<file path="config.mk">
export PLATFORM = sky130hd
export DESIGN_NAME = flashctl_top
export DESIGN_NICKNAME = d
export VERILOG_FILES = /design/src/rtl/flashctl_pkg.sv /design/src/rtl/flashctl_dp.sv /design/src/rtl/flashctl_ctrl.sv /design/src/rtl/flashctl_top.sv
export SDC_FILE = /design/constraint.sdc
export NUM_CORES = 1
export LEC_CHECK = 0
export CORE_MARGIN = 4
export CORE_UTILIZATION = 55
export DETAILED_ROUTE_END_ITERATION = 10
export PLACE_DENSITY = 0.86
export SKIP_CTS_REPAIR_TIMING = 1
export SLEW_MARGIN = 15
export SYNTH_ARGS = -nofsm -noshare
export SYNTH_HDL_FRONTEND = slang
export SYNTH_SLANG_ARGS = --single-unit
</file>
<file path="constraint.sdc">
create_clock -name clk -period 4.6 [get_ports clk]
set_input_delay 0.92 -clock clk [delete_from_list [all_inputs] [get_ports clk]]
set_output_delay 0.92 -clock clk [all_outputs]
set_load 0.005 [all_outputs]
</file>
<file path="src/rtl/flashctl_pkg.sv">
`timescale 1ns/1ps
package flashctl_pkg;

  typedef enum logic [2:0] {
    OP_READ = 3'd0,
    OP_PROG = 3'd1,
    OP_SECT = 3'd2,
    OP_CHIP = 3'd3,
    OP_ID   = 3'd4,
    OP_RST  = 3'd5
  } opKind_e;

  typedef enum logic [2:0] {
    AS_UNLK1,
    AS_UNLK2,
    AS_CMD,
    AS_IDOFS,
    AS_ZERO
  } addrSel_e;

  localparam logic [7:0] CODE_KEY1  = 8'hAA;
  localparam logic [7:0] CODE_KEY2  = 8'h55;
  localparam logic [7:0] CODE_PROG  = 8'hA0;
  localparam logic [7:0] CODE_ERASE = 8'h80;
  localparam logic [7:0] CODE_SECT  = 8'h30;
  localparam logic [7:0] CODE_CHIP  = 8'h10;
  localparam logic [7:0] CODE_IDENT = 8'h90;
  localparam logic [7:0] CODE_EXIT  = 8'hF0;

  typedef struct packed {
    addrSel_e   addrSel;
    logic       useCmdData;
    logic [7:0] code;
  } wrStep_t;

  typedef struct packed {
    logic       ceN;
    logic       oeN;
    logic       weN;
    logic       drive;
    wrStep_t    step;
    logic       capture;
    logic       latchCmd;
    logic       pollClr;
    logic       pollStep;
    logic       expOne;
  } strobe_t;

endpackage

</file>
<file path="src/rtl/flashctl_dp.sv">
`timescale 1ns/1ps
module flashctl_dp
  import flashctl_pkg::*;
#(
  parameter int ADDR_W = 19,
  parameter int WP_CYC = 3
) (
  input  logic              clk,
  input  logic              rstN,
  input  strobe_t           stb,
  input  logic [ADDR_W-1:0] cmdAddr,
  input  logic [7:0]        cmdData,
  input  logic              pollToggle,
  input  logic [7:0]        flDqIn,
  output logic [ADDR_W-1:0] flAddr,
  output logic [7:0]        flDqOut,
  output logic              flDqOe,
  output logic              flCeN,
  output logic              flOeN,
  output logic              flWeN,
  output logic [7:0]        rdData,
  output logic              pollOk
);

  localparam int WLC_W = $clog2(WP_CYC + 2);

  logic [ADDR_W-1:0] cmdAddrQ;
  logic [7:0]        cmdDataQ;
  logic              toggleQ;
  logic              capQ;
  logic              havePrev;
  logic              prevBit6;
  logic [ADDR_W-1:0] addrNext;
  logic [7:0]        dataNext;
  logic [WLC_W-1:0]  weLowCnt;

  always_comb begin
    case (stb.step.addrSel)
      AS_UNLK1: addrNext = ADDR_W'(16'h5555);
      AS_UNLK2: addrNext = ADDR_W'(16'h2AAA);
      AS_CMD:   addrNext = cmdAddrQ;
      AS_IDOFS: addrNext = {{(ADDR_W-1){1'b0}}, cmdAddrQ[0]};
      default:  addrNext = '0;
    endcase
    dataNext = stb.step.useCmdData ? cmdDataQ : stb.step.code;
  end

  always_ff @(posedge clk) begin
    if (!rstN) begin
      cmdAddrQ <= '0;
      cmdDataQ <= '0;
      toggleQ  <= 1'b0;
      flAddr   <= '0;
      flDqOut  <= '0;
      flDqOe   <= 1'b0;
      flCeN    <= 1'b1;
      flOeN    <= 1'b1;
      flWeN    <= 1'b1;
      capQ     <= 1'b0;
      rdData   <= '0;
      havePrev <= 1'b0;
      prevBit6 <= 1'b0;
    end else begin
      if (stb.latchCmd) begin
        cmdAddrQ <= cmdAddr;
        cmdDataQ <= cmdData;
        toggleQ  <= pollToggle;
      end
      flAddr  <= addrNext;
      flDqOut <= dataNext;
      flDqOe  <= stb.drive;
      flCeN   <= stb.ceN;
      flOeN   <= stb.oeN;
      flWeN   <= stb.weN;
      capQ    <= stb.capture;
      if (capQ) rdData <= flDqIn;
      if (stb.pollClr) begin
        havePrev <= 1'b0;
      end else if (stb.pollStep) begin
        havePrev <= 1'b1;
        prevBit6 <= rdData[6];
      end
    end
  end

  always_comb begin
    if (toggleQ) pollOk = havePrev && (rdData[6] == prevBit6);
    else         pollOk = rdData[7] == (stb.expOne ? 1'b1 : cmdDataQ[7]);
  end

  always_ff @(posedge clk) begin
    if (!rstN)       weLowCnt <= '0;
    else if (!flWeN) weLowCnt <= weLowCnt + 1'b1;
    else             weLowCnt <= '0;
  end


  strobe_excl_chk: assert property (@(posedge clk) disable iff (!rstN)
    !(!flWeN && !flOeN));


  we_ce_drive_chk: assert property (@(posedge clk) disable iff (!rstN)
    !flWeN |-> (!flCeN && flDqOe));


  wr_stable_chk: assert property (@(posedge clk) disable iff (!rstN)
    (!flWeN && $past(!flWeN)) |-> ($stable(flAddr) && $stable(flDqOut)));


  wp_len_chk: assert property (@(posedge clk) disable iff (!rstN)
    $rose(flWeN) |-> (weLowCnt == WLC_W'(WP_CYC)));


  read_undriven_chk: assert property (@(posedge clk) disable iff (!rstN)
    !flOeN |-> !flDqOe);

endmodule

</file>
<file path="src/rtl/flashctl_ctrl.sv">
`timescale 1ns/1ps
module flashctl_ctrl
  import flashctl_pkg::*;
#(
  parameter int WP_CYC      = 3,
  parameter int WPH_CYC     = 2,
  parameter int ACC_CYC     = 5,
  parameter int TIMEOUT_CYC = 200
) (
  input  logic       clk,
  input  logic       rstN,
  input  logic       cmdValid,
  input  logic [2:0] cmdOp,
  input  logic       pollOk,
  output logic       cmdReady,
  output strobe_t    stb,
  output logic       rspDone,
  output logic       rspTimeout
);

  localparam int MAXPH = (WP_CYC > WPH_CYC) ? ((WP_CYC > ACC_CYC) ? WP_CYC : ACC_CYC)
                                            : ((WPH_CYC > ACC_CYC) ? WPH_CYC : ACC_CYC);
  localparam int CNT_W = $clog2(MAXPH + 1);
  localparam int TMR_W = $clog2(TIMEOUT_CYC + 1) + 1;

  typedef enum logic [2:0] {
    ST_IDLE, ST_WSET, ST_WLOW, ST_WHIGH, ST_RACC, ST_RGAP, ST_REVAL, ST_DONE
  } state_e;

  state_e     state;
  opKind_e    opQ;
  opKind_e    opIn;
  logic [2:0] wrIdx;
  logic [CNT_W-1:0] cnt;
  logic [TMR_W-1:0] timer;
  logic       exitWr;
  logic       timedOut;
  logic       polling;
  logic       lastWr;

  function automatic logic [2:0] lastIdx(opKind_e op);
    case (op)
      OP_PROG:         return 3'd3;
      OP_SECT, OP_CHIP: return 3'd5;
      OP_ID:           return 3'd2;
      default:         return 3'd0;
    endcase
  endfunction

  function automatic wrStep_t stepOf(opKind_e op, logic [2:0] idx);
    case (idx)
      3'd0: return '{AS_UNLK1, 1'b0, CODE_KEY1};
      3'd1: return '{AS_UNLK2, 1'b0, CODE_KEY2};
      3'd2: return '{AS_UNLK1, 1'b0, (op == OP_PROG) ? CODE_PROG :
                                     (op == OP_ID)   ? CODE_IDENT : CODE_ERASE};
      3'd3: return (op == OP_PROG) ? '{AS_CMD, 1'b1, 8'h00} : '{AS_UNLK1, 1'b0, CODE_KEY1};
      3'd4: return '{AS_UNLK2, 1'b0, CODE_KEY2};
      default: return (op == OP_SECT) ? '{AS_CMD, 1'b0, CODE_SECT} : '{AS_UNLK1, 1'b0, CODE_CHIP};
    endcase
  endfunction

  assign opIn    = (cmdOp > 3'd5) ? OP_RST : opKind_e'(cmdOp);
  assign polling = (opQ == OP_PROG) || (opQ == OP_SECT) || (opQ == OP_CHIP);
  assign lastWr  = (wrIdx == lastIdx(opQ));

  always_ff @(posedge clk) begin
    if (!rstN) begin
      state    <= ST_IDLE;
      opQ      <= OP_READ;
      wrIdx    <= '0;
      cnt      <= '0;
      exitWr   <= 1'b0;
      timedOut <= 1'b0;
    end else begin
      case (state)
        ST_IDLE: if (cmdValid) begin
          opQ      <= opIn;
          wrIdx    <= '0;
          cnt      <= '0;
          timedOut <= 1'b0;
          exitWr   <= (opIn == OP_RST);
          state    <= (opIn == OP_READ) ? ST_RACC : ST_WSET;
        end
        ST_WSET: state <= ST_WLOW;
        ST_WLOW: begin
          if (cnt == CNT_W'(WP_CYC - 1)) begin cnt <= '0; state <= ST_WHIGH; end
          else cnt <= cnt + 1'b1;
        end
        ST_WHIGH: begin
          if (cnt == CNT_W'(WPH_CYC - 1)) begin
            cnt <= '0;
            if (exitWr)      state <= ST_DONE;
            else if (lastWr) state <= ST_RACC;
            else begin wrIdx <= wrIdx + 1'b1; state <= ST_WSET; end
          end else cnt <= cnt + 1'b1;
        end
        ST_RACC: begin
          if (cnt == CNT_W'(ACC_CYC - 1)) begin cnt <= '0; state <= ST_RGAP; end
          else cnt <= cnt + 1'b1;
        end
        ST_RGAP: state <= ST_REVAL;
        ST_REVAL: begin
          if (opQ == OP_READ) state <= ST_DONE;
          else if (opQ == OP_ID) begin exitWr <= 1'b1; state <= ST_WSET; end
          else if (pollOk) state <= ST_DONE;
          else if (timer >= TMR_W'(TIMEOUT_CYC)) begin
            timedOut <= 1'b1;
            exitWr   <= 1'b1;
            state    <= ST_WSET;
          end else state <= ST_RACC;
        end
        default: state <= ST_IDLE;
      endcase
    end
  end

  always_ff @(posedge clk) begin
    if (!rstN || state == ST_IDLE) timer <= '0;
    else if (polling && (state == ST_RACC || state == ST_RGAP || state == ST_REVAL)
             && timer != '1)
      timer <= timer + 1'b1;
  end

  always_comb begin
    stb          = '0;
    stb.ceN      = 1'b1;
    stb.oeN      = 1'b1;
    stb.weN      = 1'b1;
    stb.step     = '{AS_CMD, 1'b0, 8'h00};
    stb.expOne   = (opQ == OP_SECT) || (opQ == OP_CHIP);
    stb.latchCmd = (state == ST_IDLE) && cmdValid;
    case (state)
      ST_WSET, ST_WLOW, ST_WHIGH: begin
        stb.drive   = 1'b1;
        stb.ceN     = (state == ST_WHIGH);
        stb.weN     = (state != ST_WLOW);
        stb.step    = exitWr ? '{AS_ZERO, 1'b0, CODE_EXIT} : stepOf(opQ, wrIdx);
        stb.pollClr = (state == ST_WHIGH) && !exitWr && lastWr;
      end
      ST_RACC: begin
        stb.ceN     = 1'b0;
        stb.oeN     = 1'b0;
        stb.step    = '{(opQ == OP_ID) ? AS_IDOFS : AS_CMD, 1'b0, 8'h00};
        stb.capture = (cnt == CNT_W'(ACC_CYC - 1));
      end
      ST_REVAL: stb.pollStep = polling;
      default: ;
    endcase
  end

  assign cmdReady   = (state == ST_IDLE);
  assign rspDone    = (state == ST_DONE);
  assign rspTimeout = (state == ST_DONE) && timedOut;


  busy_ready_chk: assert property (@(posedge clk) disable iff (!rstN)
    (cmdValid && cmdReady) |=> !cmdReady);


  poll_done_chk: assert property (@(posedge clk) disable iff (!rstN)
    (state == ST_REVAL && polling && pollOk) |=> (rspDone && !rspTimeout));


  abort_write_chk: assert property (@(posedge clk) disable iff (!rstN)
    rspTimeout |-> ($past(state == ST_WHIGH) && $past(exitWr)));

endmodule

</file>
<file path="src/rtl/flashctl_top.sv">
`timescale 1ns/1ps
module flashctl_top
  import flashctl_pkg::*;
#(
  parameter int ADDR_W      = 19,
  parameter int WP_CYC      = 3,
  parameter int WPH_CYC     = 2,
  parameter int ACC_CYC     = 5,
  parameter int TIMEOUT_CYC = 200
) (
  input  logic              clk,
  input  logic              rstN,
  input  logic              cmdValid,
  output logic              cmdReady,
  input  logic [2:0]        cmdOp,
  input  logic [ADDR_W-1:0] cmdAddr,
  input  logic [7:0]        cmdData,
  input  logic              pollToggle,
  output logic              rspDone,
  output logic [7:0]        rspData,
  output logic              rspTimeout,
  output logic [ADDR_W-1:0] flAddr,
  output logic [7:0]        flDqOut,
  output logic              flDqOe,
  input  logic [7:0]        flDqIn,
  output logic              flCeN,
  output logic              flOeN,
  output logic              flWeN
);

  strobe_t stb;
  logic    pollOk;

  flashctl_ctrl #(
    .WP_CYC(WP_CYC), .WPH_CYC(WPH_CYC), .ACC_CYC(ACC_CYC), .TIMEOUT_CYC(TIMEOUT_CYC)
  ) ctrl_i (
    .clk(clk), .rstN(rstN), .cmdValid(cmdValid), .cmdOp(cmdOp), .pollOk(pollOk),
    .cmdReady(cmdReady), .stb(stb), .rspDone(rspDone), .rspTimeout(rspTimeout)
  );

  flashctl_dp #(.ADDR_W(ADDR_W), .WP_CYC(WP_CYC)) dp_i (
    .clk(clk), .rstN(rstN), .stb(stb), .cmdAddr(cmdAddr), .cmdData(cmdData),
    .pollToggle(pollToggle), .flDqIn(flDqIn), .flAddr(flAddr), .flDqOut(flDqOut),
    .flDqOe(flDqOe), .flCeN(flCeN), .flOeN(flOeN), .flWeN(flWeN),
    .rdData(rspData), .pollOk(pollOk)
  );

endmodule

</file>
## Word level (Yosys, flattened, before mapping)

Cells that the tools add are included.

| word-level totals | value |
|---|---|
| register bits | 93 |
| input port bits | 42 |
| output and inout port bits | 42 |
| word-level logic and storage cells | 152 |

| cells by class | value |
|---|---|
| add/sub/neg operators | 3 |
| order comparisons | 2 |
| equal/unequal tests | 39 |
| muxes and demuxes | 50 |
| bitwise gates (word level) | 2 |
| reductions and logical operators | 36 |

Operator list:

| cell | number |
|---|---|
| 19-bit one-hot mux with 4 select lines | 1 |
| 3-bit 2-to-1 mux | 19 |
| 12-bit one-hot mux with 4 select lines | 1 |
| 3-bit by 2-bit == test with 1-bit output (second input constant) | 9 |
| 3-bit == test (second input constant) | 8 |
| 12-bit one-hot mux with 2 select lines | 1 |
| 11-bit 2-to-1 mux | 2 |
| 3-bit one-hot mux with 7 select lines | 1 |
| 8-bit 2-to-1 mux | 2 |
| 3-bit by 1-bit == test with 1-bit output (second input constant) | 5 |
| 3-bit logical NOT | 5 |
| 1-bit 2-to-1 mux | 15 |
| 2-bit != test (second input constant) | 7 |
| 12-bit 2-to-1 mux | 1 |
| 3-bit one-hot mux with 4 select lines | 1 |
| 2-bit AND reduction | 5 |
| 5-bit AND reduction | 2 |
| 9-bit by 1-bit adder with 9-bit output (second input constant) | 1 |
| 9-bit by 8-bit >= comparator with 1-bit output (second input constant) | 1 |
| 9-bit != test (second input constant) | 1 |
| 3-bit one-hot mux with 3 select lines | 1 |
| 1-bit logical AND | 7 |
| 3-bit by 1-bit adder with 3-bit output (second input constant) | 2 |
| 1-bit logical OR | 6 |
| other kinds (17) | 28 |

## Depth between registers and ports, before layout

| logic depth | value |
|---|---|
| word-level depth | 9 |
| gate-level depth with buffers | 9 |
| gate-level depth less buffers | 8 |

## Cells and area by module

Synthesis repeated with hierarchy kept, for this count alone.

| unflattened totals | value |
|---|---|
| cells, all modules | 459 |
| area, all modules | 4334.2 µm² |

By module, submodules not included:

| module | instances | cells each | area each (µm²) | seq. area each (µm²) |
|---|---|---|---|---|
| flashctl_dp | 1 | 228 | 2527.4 | 1401.3 |
| flashctl_ctrl | 1 | 231 | 1806.7 | 460.4 |

## Least setup slack after synthesis

No wires, ideal clock.

| path | value |
|---|---|
| path type | reg2out |
| from | register ctrl_i.state[2] |
| to | output rspTimeout |
| arrival | 1.115 ns |
| required time | 3.680 ns |
| path slack | 2.565 ns |
| cell stages (with the launch flop) | 5 |
| buffers on the path | 2 |
| cell sequence | dfxtp_1 -> buf_2 -> clkbuf_1 -> and3_1 -> and2_1 |

| on the way | value |
|---|---|
| word-level cells in the longest chain between the ends | 2 |

RTL lines:

| what | RTL line | source |
|---|---|---|
| start, declared | flashctl_ctrl.sv:30 | `state_e state;` |
| start signal, assigned | flashctl_ctrl.sv:82 | `state <= (opIn == OP_READ) ? ST_RACC : ST_WSET;` |
| 3-bit == test | -- |  |
| named net rspDone | flashctl_top.sv:19 | `output logic rspDone,` |
| 1-bit logical AND | flashctl_ctrl.sv:153 | `assign rspTimeout = (state == ST_DONE) && timedOut;` |
| end, declared | flashctl_top.sv:21 | `output logic rspTimeout,` |

The timed path passes the listed nets, and every way through them passes these cells.

## Worst setup path in the final report

| path | value |
|---|---|
| from | register ctrl_i.state[2] |
| to | output rspTimeout |

| on the way | value |
|---|---|
| word-level cells in the longest chain between the ends | 2 |

RTL lines:

| what | RTL line |
|---|---|
| 3-bit == test | flashctl_ctrl.sv:153 |
| 1-bit logical AND | flashctl_ctrl.sv:153 |

Every way passes these cells.

==> results.cfg <==
[setup_path]
arrival_ps = 2040
cp.required_ps = 3680
cp-start-kind = flop
critPathMaxFanout = 21
cp-end-kind = primary output
critical_path_class = reg -> out

[clock_network]
clkTransAtPathRegs_ps = 90
worstSkewPairLatency_ps = 370
root_buffer = clkbuf_8
clk_path_buf_depth = 2
cts_buffers = 9
htree_num_levels = 3
cts_sinks = 93
cts_tree = done

[layout]
syn_to_final_growth_pct = 25.9
seqCellArea_sq_um = 1860
fin_area_sq_um = 5090
layout_common_cells = 93 x dfxtp_1, 83 x clkdlybuf4s50_1, 73 x nand2_1
antennaDiodeCount = 0
layout_commonest_cell = dfxtp_1
fin_nets = 590
fillerInstances = 534
layout-drive-gt1-share_pct = 5.56
multi_input_area_sq_um = 1990

[floorplanning]
die_h_um = 93.7
pin_count = 84
die_area_sq_um = 8780
start_util_pct = 57.9
rows = 30
dieWidth_um = 93.7
core-area_sq_um = 6980

[timing]
setup_violations = 0
slew_headroom_pct = 27.3
fin_skew_ps = 9.29
period_share_pct = 64.4
setup_tns_ps = 0
clock.fmax_ghz = 0.338
rsz0062_at_grt = false
fin_crit_ps = 2960
whs_ps = 460
hold_viol = 0
slew_viol_final = 0
finalWorstSetupSlack_ps = 1640
worst_slew_pin_slew_ps = 1090

[synth]
netlist_area_sq_um = 4040
synth_warnings = 0
seq_area_frac_synth_pct = 46.1
synth-edff-count = 0
synth_nets = 522
yosys_most_used_dff = dfxtp_1
ys_async_sr_fraction_pct = 0
synth_cell_type_count = 63
synthCells = 468
synth_area_per_cell_sq_um = 8.63
synth_seq_cells = 93

[drt]
routedWlPerCell_um = 15.3
first_pass_iters = 5
vias_per_cell = 5.56
wirelength_mm = 9.76
antenna_left = 0
vias = 3533
drc_errors = 0
drtIter0Drc = 242

[placed_design]
place.gp.congestion = 0.896
port_buffers = 83
detailed_place.area_sq_um = 4870
preCtsSetupSlack_ps = 1470
dp_hpwl_mm = 6.98

[global_routing]
grt_pass1_wl_mm = 15.9
first_global_vias = 3425
grt_max_degree = 34
grt_antenna_before_repair = 0
grt.total_usage_pct = 22.7
grt-ovfl-total = 0

[power]
p_leak_nw = 1.92
ir_drop_mv = 0.253
pwr_density_cell_nw_per_um2 = 390

[run]
timing.max_cap.violations = 0

[min_path]
min_path_type = reg -> reg

[status]
status = completed
[sequential cells by signal, indices dropped and copies added, names as in the netlist]
register and count:
dp_i.toggleQ 1, dp_i.flWeN 1, ctrl_i.state 3, ctrl_i.cnt 3
dp_i.flCeN 1, dp_i.capQ 1, ctrl_i.wrIdx 3, dp_i.cmdAddrQ 19
ctrl_i.opQ 3, dp_i.flAddr 19, dp_i.havePrev 1, ctrl_i.timer 9
dp_i.rdData 8, dp_i.flDqOut 8, dp_i.cmdDataQ 8, ctrl_i.timedOut 1
dp_i.flDqOe 1, ctrl_i.exitWr 1, dp_i.flOeN 1, dp_i.prevBit6 1
[metal layers]
layer,up-vias,wire (um),GRT usage (%)
met5,-,0,0
met3,21,631,5.37
met4,0,231,10.3
li1,1750,-,-
met1,1639,4190,28.5
met2,123,4710,36.9
[logic make-up (layout without fill, tap and decap cells)]
family	after synthesis	in the layout	share of synthesized area [%]
and+or+nand+nor	195	195	23.2
DFF	93	93	46.1
adders and majority gates	12	12	3.72
AOI/OAI and AO/OA	103	103	16.7
xor gates and xnor gates	10	10	2.17
muxes	14	14	3.59
buffers and inverters	41	113	4.61
[Yosys cell counts, types with 6 or more instances]
master	number	share of area (%)
o21ai_0	11	1.4
nand3_1	8	0.99
mux2i_1	13	3.2
buf_2	8	0.99
dfxtp_1	93	46
inv_1	13	1.2
nor3_1	10	1.2
and2_1	6	0.93
nor4_1	6	0.93
nand2_1	73	6.8
nor2_1	55	5.1
a21o_1	8	1.5
nor2b_1	6	0.93
ha_1	12	3.7
clkbuf_1	15	1.4
a21oi_1	46	5.7
[where the power goes]
| part | internal [mW] | switching, mW | total (mW) |
|---|---|---|---|
| Sequential | 0.884 | 0.0654 | 0.949 |
| Clock | 0.309 | 0.298 | 0.607 |
| Combinational | 0.202 | 0.226 | 0.428 |
[layout make-up]
cell class / instances / area share [%]
multi-input combinational: 334 / 39.2
sequential: 93 / 36.6
clock inverter: 6 / 1.85
tap: 96 / 2.36
timing repair buffer: 85 / 16.6
clock buffer: 9 / 2.44
inverter: 13 / 0.959
[worst max-delay path, stage by stage, from the launching register on]
cell             delay (ps)
dfxtp_1                 770
and3_1                  290
and2_1                  130
clkdlybuf4s50_1         490
[path summary, 6_finish.rpt]
path / startpoint / to / slack, ps / cells after the start
worst max-delay path: ctrl_i.state[2] / rspTimeout / 1640 / 3
worst min-delay path: dp_i.cmdAddrQ[18] / dp_i.cmdAddrQ[18] / 460 / 2
worst max register to register: ctrl_i.wrIdx[2] / dp_i.flAddr[13] / 1990 / 7
worst min register to register: dp_i.cmdAddrQ[18] / dp_i.cmdAddrQ[18] / 460 / 2
[stage by stage]
| stage | util, % | instances | power, mW |
|---|---|---|---|
| final | 72.8 | 636 | 1.98 |
| after global routing | 72.8 | 636 | 2.07 |
| after CTS | 72.8 | 636 | 1.98 |
| after detailed placement | 69.7 | 621 | 1.39 |
| after global placement | 69.7 | 621 | 1.38 |
| after floorplan | - | 468 | 1.21 |
Note: power is estimated with default switching activity, not from simulation.
